File: config.mk
export PLATFORM = sky130hd
export DESIGN_NAME = pattern_match_unit
export DESIGN_NICKNAME = d
export VERILOG_FILES = /design/src/rtl/pm_pkg.sv /design/src/rtl/pm_bit_eval.sv /design/src/rtl/pm_combine.sv /design/src/rtl/pm_status.sv /design/src/rtl/pattern_match_unit.sv
export SDC_FILE = /design/constraint.sdc
export NUM_CORES = 1
export LEC_CHECK = 0
export ABC_AREA = 1
export BUFFER_PORTS_ARGS = -buffer_cell sky130_fd_sc_hd__buf_2
export CAP_MARGIN = 25
export CORE_AREA = 3 3 85 71
export DETAILED_ROUTE_END_ITERATION = 7
export DIE_AREA = 0 0 88 74
export GPL_ROUTABILITY_DRIVEN = 0
export PLACE_DENSITY = 0.72
export SKIP_CTS_REPAIR_TIMING = 1
export SKIP_LAST_GASP = 1
export SLEW_MARGIN = 10
export SYNTH_ARGS = -nofsm -noshare
export SYNTH_HDL_FRONTEND = slang
export SYNTH_HIERARCHICAL = 1
export SYNTH_SLANG_ARGS = --single-unit
export TNS_END_PERCENT = 100
File: constraint.sdc
create_clock -name clk -period 2.3 [get_ports clk]
set_input_delay 0 -clock clk [delete_from_list [all_inputs] [get_ports clk]]
set_output_delay 0 -clock clk [all_outputs]
set_load 0.01 [all_outputs]
File: src/rtl/pm_pkg.sv
package pm_pkg;

    typedef enum logic [1:0] {
        CMB_OFF  = 2'd0,
        CMB_AND  = 2'd1,
        CMB_OR   = 2'd2,
        CMB_PRIO = 2'd3
    } combine_e;

    typedef struct packed {
        logic mask;
        logic edge_sel;
        logic pol;
    } bit_cfg_t;

    typedef struct packed {
        logic cur;
        logic prev;
        logic prev_ok;
    } bit_smp_t;

    function automatic logic bit_specified(input bit_cfg_t c);
        return c.mask | c.edge_sel;
    endfunction

    function automatic logic bit_condition(input bit_cfg_t c, input bit_smp_t s);
        logic r;
        case ({c.mask, c.edge_sel})
            2'b00:   r = 1'b0;
            2'b01:   r = s.prev_ok & (s.cur ^ s.prev);
            2'b10:   r = (s.cur == c.pol);
            default: r = s.prev_ok & (s.cur == c.pol) & (s.prev != c.pol);
        endcase
        return r;
    endfunction

endpackage

File: src/rtl/pm_bit_eval.sv
module pm_bit_eval
    import pm_pkg::*;
#(
    parameter int WIDTH = 8
) (
    input  logic             clk,
    input  logic             rst,
    input  logic [WIDTH-1:0] port_in,
    input  logic [WIDTH-1:0] sel_mask,
    input  logic [WIDTH-1:0] sel_edge,
    input  logic [WIDTH-1:0] sel_pol,
    output logic [WIDTH-1:0] bit_true,
    output logic [WIDTH-1:0] bit_spec
);
    logic [WIDTH-1:0] prev_q;
    logic             prev_ok_q;

    always_ff @(posedge clk) begin
        if (rst) begin
            prev_q    <= '0;
            prev_ok_q <= 1'b0;
        end else begin
            prev_q    <= port_in;
            prev_ok_q <= 1'b1;
        end
    end

    for (genvar i = 0; i < WIDTH; i++) begin : g_bit
        bit_cfg_t cfg;
        bit_smp_t smp;
        always_comb begin
            cfg.mask     = sel_mask[i];
            cfg.edge_sel = sel_edge[i];
            cfg.pol      = sel_pol[i];
            smp.cur      = port_in[i];
            smp.prev     = prev_q[i];
            smp.prev_ok  = prev_ok_q;
            bit_true[i]  = bit_condition(cfg, smp);
            bit_spec[i]  = bit_specified(cfg);
        end
    end
endmodule

File: src/rtl/pm_combine.sv
module pm_combine
    import pm_pkg::*;
#(
    parameter int WIDTH = 8
) (
    input  logic [WIDTH-1:0] bit_true,
    input  logic [WIDTH-1:0] bit_spec,
    input  logic [1:0]       combine_mode,
    output logic             hit_ev,
    output logic [WIDTH-1:0] hit_vec
);
    logic [WIDTH-1:0] live;
    logic [WIDTH-1:0] top_bit;
    logic             all_ok;
    combine_e         mode;

    assign mode   = combine_e'(combine_mode);
    assign live   = bit_true & bit_spec;
    assign all_ok = (bit_spec != '0) && ((bit_true | ~bit_spec) == '1);

    always_comb begin
        top_bit = '0;
        for (int i = 0; i < WIDTH; i++) begin
            if (live[i]) top_bit = WIDTH'(1) << i;
        end
    end

    always_comb begin
        case (mode)
            CMB_AND: begin
                hit_ev  = all_ok;
                hit_vec = bit_spec;
            end
            CMB_OR: begin
                hit_ev  = (live != '0);
                hit_vec = live;
            end
            CMB_PRIO: begin
                hit_ev  = (live != '0);
                hit_vec = top_bit;
            end
            default: begin
                hit_ev  = 1'b0;
                hit_vec = '0;
            end
        endcase
    end
endmodule

File: src/rtl/pm_status.sv
module pm_status
    import pm_pkg::*;
#(
    parameter int WIDTH = 8
) (
    input  logic             clk,
    input  logic             rst,
    input  logic [WIDTH-1:0] port_in,
    input  logic             hit_ev,
    input  logic [WIDTH-1:0] hit_vec,
    input  logic [1:0]       combine_mode,
    input  logic             latch_on_match,
    input  logic             irq_match_only,
    input  logic             data_strobe,
    input  logic             match_clear,
    output logic             match_flag,
    output logic [WIDTH-1:0] match_vec,
    output logic [WIDTH-1:0] port_data,
    output logic             irq_req
);
    logic             flag_q, irq_q;
    logic [WIDTH-1:0] vec_q, cap_q;
    logic             keep_flag;
    logic [WIDTH-1:0] keep_vec;
    logic [WIDTH-1:0] vec_d;
    logic             prio_mode;

    assign keep_flag = flag_q & ~match_clear;
    assign keep_vec  = match_clear ? '0 : vec_q;
    assign prio_mode = (combine_e'(combine_mode) == CMB_PRIO);

    always_comb begin
        vec_d = keep_vec;
        if (hit_ev) begin
            if (prio_mode) begin
                if (!keep_flag || (hit_vec > keep_vec)) vec_d = hit_vec;
            end else begin
                vec_d = keep_vec | hit_vec;
            end
        end
    end

    always_ff @(posedge clk) begin
        if (rst) begin
            flag_q <= 1'b0;
            vec_q  <= '0;
            cap_q  <= '0;
            irq_q  <= 1'b0;
        end else begin
            flag_q <= hit_ev | keep_flag;
            vec_q  <= vec_d;
            irq_q  <= hit_ev | (data_strobe & ~irq_match_only) | (irq_q & ~match_clear);
            if (!(latch_on_match && keep_flag)) cap_q <= port_in;
        end
    end

    assign match_flag = flag_q;
    assign match_vec  = vec_q;
    assign port_data  = cap_q;
    assign irq_req    = irq_q;
endmodule

File: src/rtl/pattern_match_unit.sv
module pattern_match_unit
    import pm_pkg::*;
#(
    parameter int WIDTH = 8
) (
    input  logic             clk,
    input  logic             rst,
    input  logic [WIDTH-1:0] port_in,
    input  logic [WIDTH-1:0] sel_mask,
    input  logic [WIDTH-1:0] sel_edge,
    input  logic [WIDTH-1:0] sel_pol,
    input  logic [1:0]       combine_mode,
    input  logic             latch_on_match,
    input  logic             irq_match_only,
    input  logic             data_strobe,
    input  logic             match_clear,
    output logic             match_flag,
    output logic [WIDTH-1:0] match_vec,
    output logic [WIDTH-1:0] port_data,
    output logic             irq_req
);
    logic [WIDTH-1:0] bit_true, bit_spec, hit_vec;
    logic             hit_ev;

    pm_bit_eval #(.WIDTH(WIDTH)) u_eval (
        .clk(clk), .rst(rst), .port_in(port_in),
        .sel_mask(sel_mask), .sel_edge(sel_edge), .sel_pol(sel_pol),
        .bit_true(bit_true), .bit_spec(bit_spec)
    );

    pm_combine #(.WIDTH(WIDTH)) u_comb (
        .bit_true(bit_true), .bit_spec(bit_spec), .combine_mode(combine_mode),
        .hit_ev(hit_ev), .hit_vec(hit_vec)
    );

    pm_status #(.WIDTH(WIDTH)) u_stat (
        .clk(clk), .rst(rst), .port_in(port_in),
        .hit_ev(hit_ev), .hit_vec(hit_vec), .combine_mode(combine_mode),
        .latch_on_match(latch_on_match), .irq_match_only(irq_match_only),
        .data_strobe(data_strobe), .match_clear(match_clear),
        .match_flag(match_flag), .match_vec(match_vec),
        .port_data(port_data), .irq_req(irq_req)
    );
endmodule

# Word-level counts from Yosys, hierarchy flattened
# Index checks and enable logic that the tools add are counted.
[word_totals]
rom_bits = 0
n_memories = 0
out_inout_bits = 18
latch_bits = 0
reg_bits = 27
ram_bits = 0
word_cells = 133
[classes]
bitwise_logic = 52
addsub = 0
div = 0
magnitude_cmp = 1
muxes = 23
shift = 0
n_eq_ne = 36
n_reduce_logical = 15
multipliers = 0
[op_table]
columns = ["operator", "n"]
rows = [
  ["$mux W8", 5],
  ["$and A1 B1 Y1", 27],
  ["$pmux W1 S3", 8],
  ["$pmux W8 S3", 1],
  ["$eq A2 B2 Y1 const B", 10],
  ["$eq A2 B1 Y1 const B", 9],
  ["$logic_not A2 Y1", 8],
  ["$or A8 B8 Y8", 2],
  ["$reduce_bool A8 Y1", 2],
  ["$or A1 B1 Y1", 11],
  ["$and A8 B8 Y8", 1],
  ["$eq A1 B1 Y1", 8],
  ["$eq A8 B8 Y1 const B", 1],
  ["$gt A8 B8 Y1", 1],
  ["$ne A1 B1 Y1", 8],
  ["$not A8 Y8", 1],
  ["$xor A1 B1 Y1", 8],
  ["$mux W7", 1],
  ["$mux W6", 1],
  ["$mux W5", 1],
  ["$mux W4", 1],
  ["$mux W3", 1],
  ["$logic_and A1 B1 Y1", 2],
  ["$mux W1", 2],
  ["other kinds (6)", 7],
]

# Depth between registers and ports, before layout
# Gate-level depths: netlist of run 1.
[logic_depth]
depth_word = 19
ltp_mapped = 22
depth_no_buf = 22

# Hierarchy
# Netlist of run 1, hierarchy kept.
[modules_own_cells]
columns = ["mod", "seq_area_each_um2", "area_per_inst_um2", "cells_per_inst", "n_inst"]
rows = [
  ["pm_status", 360.3, 1306.3, 189, 1],
  ["pm_bit_eval", 180.2, 894.6, 181, 1],
  ["pm_combine", 0.0, 375.4, 89, 1],
]

# Least setup slack after synthesis of run 1
# Ideal clock, no wire load.
[synth_path]
kind = "register to register"
start = "register u_eval.prev_ok_q"
end = "register u_stat.vec_q[1] (netlist: u_stat/match_vec[1])"
path_slack_ns = -0.078
period_less_slack_ns = 2.378
stages_incl_launch_ff = 23
path_buffers = 1
t_arrival_ns = 2.257
t_required_ns = 2.178
setup_time_ns = 0.122
path_cell_list = "dfxtp_1 buf_6 inv_2 nor2_1 nand3_1 nand3_1 nand2_2 nand2_2 nor2_2 nand4_1 nand2_1 inv_1 ha_1 o21ai_0 nand2_1 nand2_1 nand2_1 nand2_2 nand2_4 nand2_4 nand2_1 nand3_1 a21oi_2"
[synth_between]
word_cells_on_any_way = 53
classes_between = "order compare (1); eq/ne (1); mux (21); bitwise (27); reduce/logical (3)"
[synth_lines]
columns = ["item", "line_no", "source"]
rows = [
  ["start: declaration", "pm_bit_eval.sv:16", "logic prev_ok_q;"],
  ["start signal: assignment", "pm_bit_eval.sv:21", "prev_ok_q <= 1'b0;"],
  ["start signal: assignment", "pm_bit_eval.sv:24", "prev_ok_q <= 1'b1;"],
  ["$and A1 B1 Y1 (2 in series)", "pm_pkg.sv:32", "default: r = s.prev_ok & (s.cur == c.pol) & (s.prev != c.pol);"],
  ["$pmux W1 S3 *", "pm_pkg.sv:28", "case ({c.mask, c.edge_sel})"],
  ["named net bit_true[7]", "pattern_match_unit.sv:22", "logic [WIDTH-1:0] bit_true, bit_spec, hit_vec;"],
  ["$and A8 B8 Y8 *", "pm_combine.sv:18", "assign live = bit_true & bit_spec;"],
  ["$mux W8 *", "pm_combine.sv:24", "if (live[i]) top_bit = WIDTH'(1) << i;"],
  ["$pmux W8 S3 *", "pm_combine.sv:29", "case (mode)"],
  ["named net hit_vec[1]", "pattern_match_unit.sv:22", ""],
  ["$gt A8 B8 Y1", "pm_status.sv:36", "if (!keep_flag || (hit_vec > keep_vec)) vec_d = hit_vec;"],
  ["$logic_or A1 B1 Y1", "pm_status.sv:36", ""],
  ["$mux W8", "pm_status.sv:36", ""],
  ["$mux W8 *", "pm_status.sv:35", "if (prio_mode) begin"],
  ["$mux W8 *", "pm_status.sv:34", "if (hit_ev) begin"],
  ["end signal: assignment", "pm_status.sv:51", "vec_q <= vec_d;"],
  ["end: declaration", "pm_status.sv:22", "logic [WIDTH-1:0] vec_q, cap_q;"],
]
# Mark *: on every way through the listed nets, which the timed path passes. The rest lies on a longest branch.
# A chain may end at the register's enable or synchronous reset.

# Worst setup path after layout of run 1
[layout_path]
start = "register u_eval.prev_ok_q"
end = "register u_stat.vec_q[4] (netlist: u_stat/match_vec[4])"
[layout_between]
word_cells_on_any_way = 53
classes_between = "order compare (1); eq/ne (1); mux (21); bitwise (27); reduce/logical (3)"
[layout_lines]
columns = ["item", "line_no"]
rows = [
  ["$and A1 B1 Y1 (2 in series)", "pm_pkg.sv:32"],
  ["$pmux W1 S3 *", "pm_pkg.sv:28"],
  ["named net bit_true[7]", "pattern_match_unit.sv:22"],
  ["$and A8 B8 Y8 *", "pm_combine.sv:18"],
  ["$mux W8", "pm_combine.sv:24"],
  ["$pmux W8 S3 *", "pm_combine.sv:29"],
  ["named net hit_vec[7]", "pattern_match_unit.sv:22"],
  ["$gt A8 B8 Y1 *", "pm_status.sv:36"],
  ["$logic_or A1 B1 Y1 *", "pm_status.sv:36"],
  ["$mux W8 *", "pm_status.sv:36"],
  ["$mux W8 *", "pm_status.sv:35"],
  ["$mux W8 *", "pm_status.sv:34"],
]
# Marked as above.

==> run_results.csv, run 1 <==
group,metric,value,unit
placement,place_area,0.00310,mm^2
power,p_sw_frac,0.405,
worst_setup_path,path_max_fanout,8,
logic_synthesis,synth-main-ff-cell,"dfxtp_1",
logic_synthesis,ys_warn_count,6,
clocking,cts_tree,"done",
hold_path,min_delay_path_depth,3,
sta,hold_viol_final,2,
hold_path,holdCritPathClass,"in2reg",
clocking,cts_sinks,27,
worst_setup_path,startpoint_type,"flop",
global_route,grt_pass1_wl,11.8,mm
logic_synthesis,synth_area_leaders,"dfxtp_1 21%, nand2_1 17%, inv_1 13%, nor2_1 11%, nand3_1 8.4%",
global_route,grt_antenna_before_repair,0,
power,clkPwrFrac,0.198,
sta,min_period_over_period,1.13,
power,ir_drop,314,uV
global_route,grt_pass1_vias,2752,
logic_synthesis,synth_top_area_share,0.210,
finish,drive_above_1_share,0.290,
die,ios,58,
logic_synthesis,synth_top_family_by_area,"simple AND/OR/NAND/NOR gates",
global_route,grt_usage,0.225,
finish,fin_area,0.00339,mm^2
route,drc,0,
outcome,violations,"hold timing, setup timing",
sta,clock.fmax,385,MHz
logic_synthesis,synth_largest_area_cell,"dfxtp_1",
global_route,overflow,0,
finish,fin_util,0.638,
logic_synthesis,yosysMostFrequentCell,"nand2_1",
logic_synthesis,synth_fp_nets,515,
global_route,busiest_layer,"met2",
sta,layout_min_cycle_time,2.60,ns
finish,antennaDiodeCount,0,
clocking,cts_buffer_depth,2,
logic_synthesis,synthAdderAreaFrac,0.0777,
power,pwr-share-comb,0.451,
sta,setup_viol,8,
route,drt_first_pass_iters,6,
die,die-area,0.00651,mm^2
clocking,cts_root_buf,"clkbuf_8",
die,initial_core_util,0.485,
logic_synthesis,synthXorXnorAreaFrac,0.00340,
worst_setup_path,endpoint_kind,"flop",
global_route,use_met3,0.0299,
logic_synthesis,synth_edf_count,0,
power,p_per_area,442,mW/mm^2
sta,worst_clock_skew,0.00722,ns
worst_setup_path,crit_required,2.48,ns
worst_setup_path,r2r_cells,19,
route,via_per_inst,5.11,
route,wl_per_cell,12.7,um
logic_synthesis,avgSynthCellArea,5.61,um^2
flow_run,drv_cap,0,
route,vias,3113,
die,die_x,88,um
logic_synthesis,synthTopCellsByCount,"114 x nand2_1, 89 x inv_1, 76 x nor2_1",
worst_setup_path,cp-startpoint,"u_eval/prev_ok_q",
clocking,clk_pin_slew,0.11,ns
global_route,met1_usage,0.319,
finish,design.final.nets,601,
sta,relSlewSlack,0.576,
sta,worstMarginPinSlew,0.635,ns
worst_setup_path,cp.arrival,2.77,ns
logic_synthesis,synth_cells,459,
die,coreArea,0.00532,mm^2
logic_synthesis,synthDistinctLibCells,24,
logic_synthesis,postSynth.asyncResetShare,0,
outcome,status,"finished with violations",
finish,area_delta_synth_final,31.7,%
logic_synthesis,synth_compound_area_frac,0.124,
power,intPower,0.000891,W
global_route,grt_max_degree,20,
die,die_height,74,um
logic_synthesis,ys_seq_area_frac,0.210,
worst_setup_path,r2r-start,"u_eval/prev_ok_q",
logic_synthesis,synth-simple-area-share,0.426,
sta,slew_violations,0,
power,p_switching,0.000608,W
route,route.antenna.remaining_nets,0,
route,drt-total-wl,7.71,mm
placement,dp_hpwl,5.67,mm
clocking,worstSkewPairLatency,0.28,ns
sta,final.setup.worst_slack,-0.297,ns
die,rows,24,
clocking,cts-htree-levels,1,
power,power.leakage,1.86,nW
clocking,cts_buffers,3,
logic_synthesis,synthesis.area,0.00258,mm^2
sta,holdWs,-0.0275,ns
placement,port_buffers,57,
sta,rsz0062_at_grt,"true",
hold_path,worstHoldStart,"port_in[5]",
power,power_frac_seq,0.350,
logic_synthesis,ys_ff_latch,27,
global_route,use_met2,0.373,
logic_synthesis,synth.area.mux_share,0,
placement,dp_slack,-0.430,ns
worst_setup_path,worstSetupPathType,"reg2reg",
route,first_iter_violations,308,
[area by class of cell]
type,count,area (um^2)
Fill cell,488,1920
Timing Repair Buffer,88,527
Clock inverter,1,7.51
Tap cell,65,81.3
Sequential cell,27,544
Inverter,95,362
Multi-Input combinational cell,330,1830
Clock buffer,3,41.3
[routing by layer]
metal / wire length [um] / part of all wire
met5: 0 / 0
met4: 25 / 0.0032
met3: 532 / 0.069
met2: 3610 / 0.47
met1: 3540 / 0.46
[cells by family (layout without fill, tap and decap cells)]
family / Yosys count / after routing
simple gates: 256 / 257
buf+inv: 103 / 187
compound gates: 56 / 56
flops: 27 / 27
fa+ha+maj: 16 / 16
xor+xnor: 1 / 1
[stage by stage]
step                      hold WS [ns]  total power (W)  TNS [ns]  std cells
final                          -0.0275          0.00150     -2.20        609
after floorplan                  0.125         0.000904         0        459
after detailed placement         0.282          0.00112     -3.34        600
after CTS                      -0.0292          0.00142     -3.59        604
after global placement           0.272          0.00110     -2.52        600
after global routing          -0.00688          0.00160     -3.30        609
[worst paths after layout]
path | endpoint | slack, ns
max | u_stat/match_vec[4] | -0.30
min | u_eval/prev_q[5] | -0.03
max reg2reg | u_stat/match_vec[4] | -0.30
min reg2reg | u_stat/port_data[6] | 0.49
[power by group through the flow]
stage | combinational (W) | clock (W) | sequential (W)
after floorplan | 0.000359 | 0 | 0.000545
final | 0.000677 | 0.000297 | 0.000525
after detailed placement | 0.000584 | 0 | 0.000534
after global routing | 0.000750 | 0.000320 | 0.000529
after global placement | 0.000571 | 0 | 0.000534
after CTS | 0.000588 | 0.000308 | 0.000524
[worst max-delay path, cell delays in order, from the launching register on]
cell and delay, ns:
dfxtp_2 0.38, clkinv_4 0.11, nor2_2 0.11, nand3_1 0.10
nand3_2 0.12, nand2_4 0.07, o21ai_4 0.15, buf_4 0.13
inv_1 0.05, ha_1 0.30, inv_2 0.07, nand2_2 0.07
nor3_4 0.17, nand2_1 0.10, nand2_2 0.12, nand2_4 0.11
nand2_8 0.11, nand2_1 0.08, nand3_2 0.07, a21oi_2 0.07
[registers in the layout, indices dropped and copies added (netlist names)]
register,count
u_eval/prev_ok_q,1
u_stat/match_flag,1
u_stat/irq_req,1
u_eval/prev_q,8
u_stat/match_vec,8
u_stat/port_data,8
[cells in the final DEF (no fill, tap or decap), drive strengths merged]
cell,instances
nand2,122
inv,92
buf,86
nor2,79
nand3,46
o21ai,34
dfxtp,27
a21oi,21
ha,16
nand4,9
clkbuf,3
clkinv,3
dlygate4sd3,2
clkinvlp,1
xnor2,1
nor3,1
a21o,1
Power figures use the tool's default switching activity.
==> run 2, diff against run 1 <==
Settings changed: CORE_AREA 3 3 85 71 to 3 3 78 66, DIE_AREA 0 0 88 74 to 0 0 81 69, PLACE_DENSITY 0.72 to 0.81.
Clock period 2.3 ns to 3.2 ns, I/O delays scaled along.
==> run 2 against run 1 <==
  * The run now ends clean
  * Register-to-register slack gained 0.82 ns
  * Hold slack gained 0.030 ns
  * Sequential cell count is the same
  * Largest power group unchanged
  * Largest cell class unchanged
  * Non-clock buffer count shrank 27
==> run_results.csv, run 2 (synthesized netlist as in run 1, its figures left out) <==
group,metric,value,unit
outcome,status,"complete, no violations",
route,wl_per_cell,11.8,um
worst_setup_path,cpLargestDelayFamily,"simple AND/OR/NAND/NOR gates",
die,die_x,81,um
route,vias,2939,
worst_setup_path,crit_top_cell,"nand2_1",
route,drt_first_pass_iters,5,
sta,relSlewSlack,0.653,
sta,setup_tns,0,ns
global_route,grt_usage,0.245,
finish,mostFrequentLayoutCells,"114 x nand2_1, 89 x inv_1, 76 x nor2_1",
route,route.antenna.remaining_nets,0,
worst_setup_path,crit_chain,"inv_2, nor2_1, nand3_1, nand3_1, nand2_1, nand2_2, nor2_2, o21ai_1, nand2_1, inv_1, ha_1, nor2_1, nand2_1, nand2_1, nand2_1, nand2_2, nand2_4, nand2_4, nand2_1, nand3_1, a21oi_2",
sta,final.setup.worst_slack,0.526,ns
clocking,cts-htree-levels,1,
finish,multi_input_area,0.00163,mm^2
clocking,cts_tree,"done",
worst_setup_path,crit_required,3.39,ns
power,ir_drop,203,uV
sta,hold_viol_final,0,
global_route,grt_pass1_wl,11.3,mm
placement,dp_cells,569,
clocking,cts_buffers,3,
route,first_iter_violations,192,
clocking,worstSkewPairLatency,0.29,ns
sta,worst_clock_skew,0.00227,ns
power,p_per_area,329,mW/mm^2
clocking,cts_sinks,27,
placement,place_area,0.00289,mm^2
clocking,cts_buffer_depth,2,
sta,layout_min_cycle_time,2.67,ns
global_route,grt_antenna_before_repair,0,
placement,dp_hpwl,5.37,mm
worst_setup_path,cp_slowest_stage_delay,0.33,ns
die,ios,58,
worst_setup_path,cp.arrival,2.86,ns
hold_path,holdCritPathClass,"in2reg",
placement,dp_slack,0.572,ns
finish,fin_area,0.00297,mm^2
global_route,grt_pass1_vias,2638,
sta,rsz0062_at_grt,"false",
placement,port_buffers,57,
route,drc,0,
finish,layout_commonest_cell,"nand2_1",
route,drt-total-wl,6.80,mm
die,die-area,0.00559,mm^2
worst_setup_path,worstSetupPathType,"reg2reg",
clocking,cts_root_buf,"clkbuf_8",
global_route,overflow,0,
finish,design.final.nets,573,
worst_setup_path,cp_num_buf_inv,2,
power,power.leakage,1.68,nW
finish,drive_above_1_share,0.174,
finish,antennaDiodeCount,0,
finish,area_delta_synth_final,15.3,%
finish,fillers,448,
sta,slew_violations,0,
die,rows,22,
worst_setup_path,path_max_fanout,9,
worst_setup_path,startpoint_type,"flop",
die,die_height,69,um
worst_setup_path,cp_slowest_cell,"dfxtp_1",
finish,seqCellArea,541,um^2
worst_setup_path,endpoint_kind,"flop",
die,initial_core_util,0.578,
clocking,clk_pin_slew,0.11,ns
flow_run,drv_cap,0,
route,via_per_inst,5.10,
sta,worstMarginPinSlew,0.520,ns
sta,setup_viol,0,
sta,min_period_over_period,0.836,
sta,clock.fmax,374,MHz
die,coreArea,0.00446,mm^2
finish,final_cells,576,
global_route,grt_max_degree,20,
run 2: changes by cell type in the layout (fill, tap and decap cells not counted), sizes merged:
| cell | delta |
|---|---|
| buf | -28 |
| clkinv | -1 |
| clkinvlp | -1 |
| dlygate4sd3 | +1 |
| inv | +2 |
| nand2 | -1 |
run 2: worst min-delay path, stage by stage:
cell	delay, ns
buf_2	0.14
inv_1	0.08
nor2_1	0.04
run 2: final timing paths:
kind                             from                   to  slack (ns)  cells after the start
setup / recovery     u_eval/prev_ok_q  u_stat/match_vec[7]        0.53                     21
setup reg to reg     u_eval/prev_ok_q  u_stat/match_vec[7]        0.53                     21
hold reg to reg   u_stat/port_data[1]  u_stat/port_data[1]        0.49                      2
hold / removal             port_in[6]     u_eval/prev_q[6]       0.003                      3
run 2: where the power goes:
part	internal (W)	switching, W	total, W
sequential	0.000362	0.0000130	0.000375
combinational	0.000134	0.000249	0.000384
clock	0.0000919	0.000128	0.000220
total	0.000588	0.000390	0.000979
run 2: layer usage:
layer / up-vias / track usage / share of wire
li1: 1521 / - / -
met1: 1289 / 0.337 / 0.47
met5: - / 0 / 0
met2: 110 / 0.394 / 0.44
met4: 0 / 0.0582 / 0.023
met3: 19 / 0.0418 / 0.066
run 2: cell type report:
cell class                      count  share of cell area
Clock buffer                        3              0.0139
Clock inverter                      1             0.00295
Inverter                           95               0.120
Multi-Input combinational cell    329               0.547
Sequential cell                    27               0.182
Tap cell                           60              0.0253
Timing Repair Buffer               61               0.109
run 2: per-stage QoR:
| stage | utilization | hold slack [ns] | power, W |
|---|---|---|---|
| after floorplan | - | 0.125 | 0.000646 |
| after global placement | 0.648 | 0.283 | 0.000747 |
| after detailed placement | 0.648 | 0.292 | 0.000758 |
| after CTS | 0.660 | -0.0190 | 0.000978 |
| after global routing | 0.666 | 0.00259 | 0.00105 |
| final | 0.666 | 0.00281 | 0.000979 |
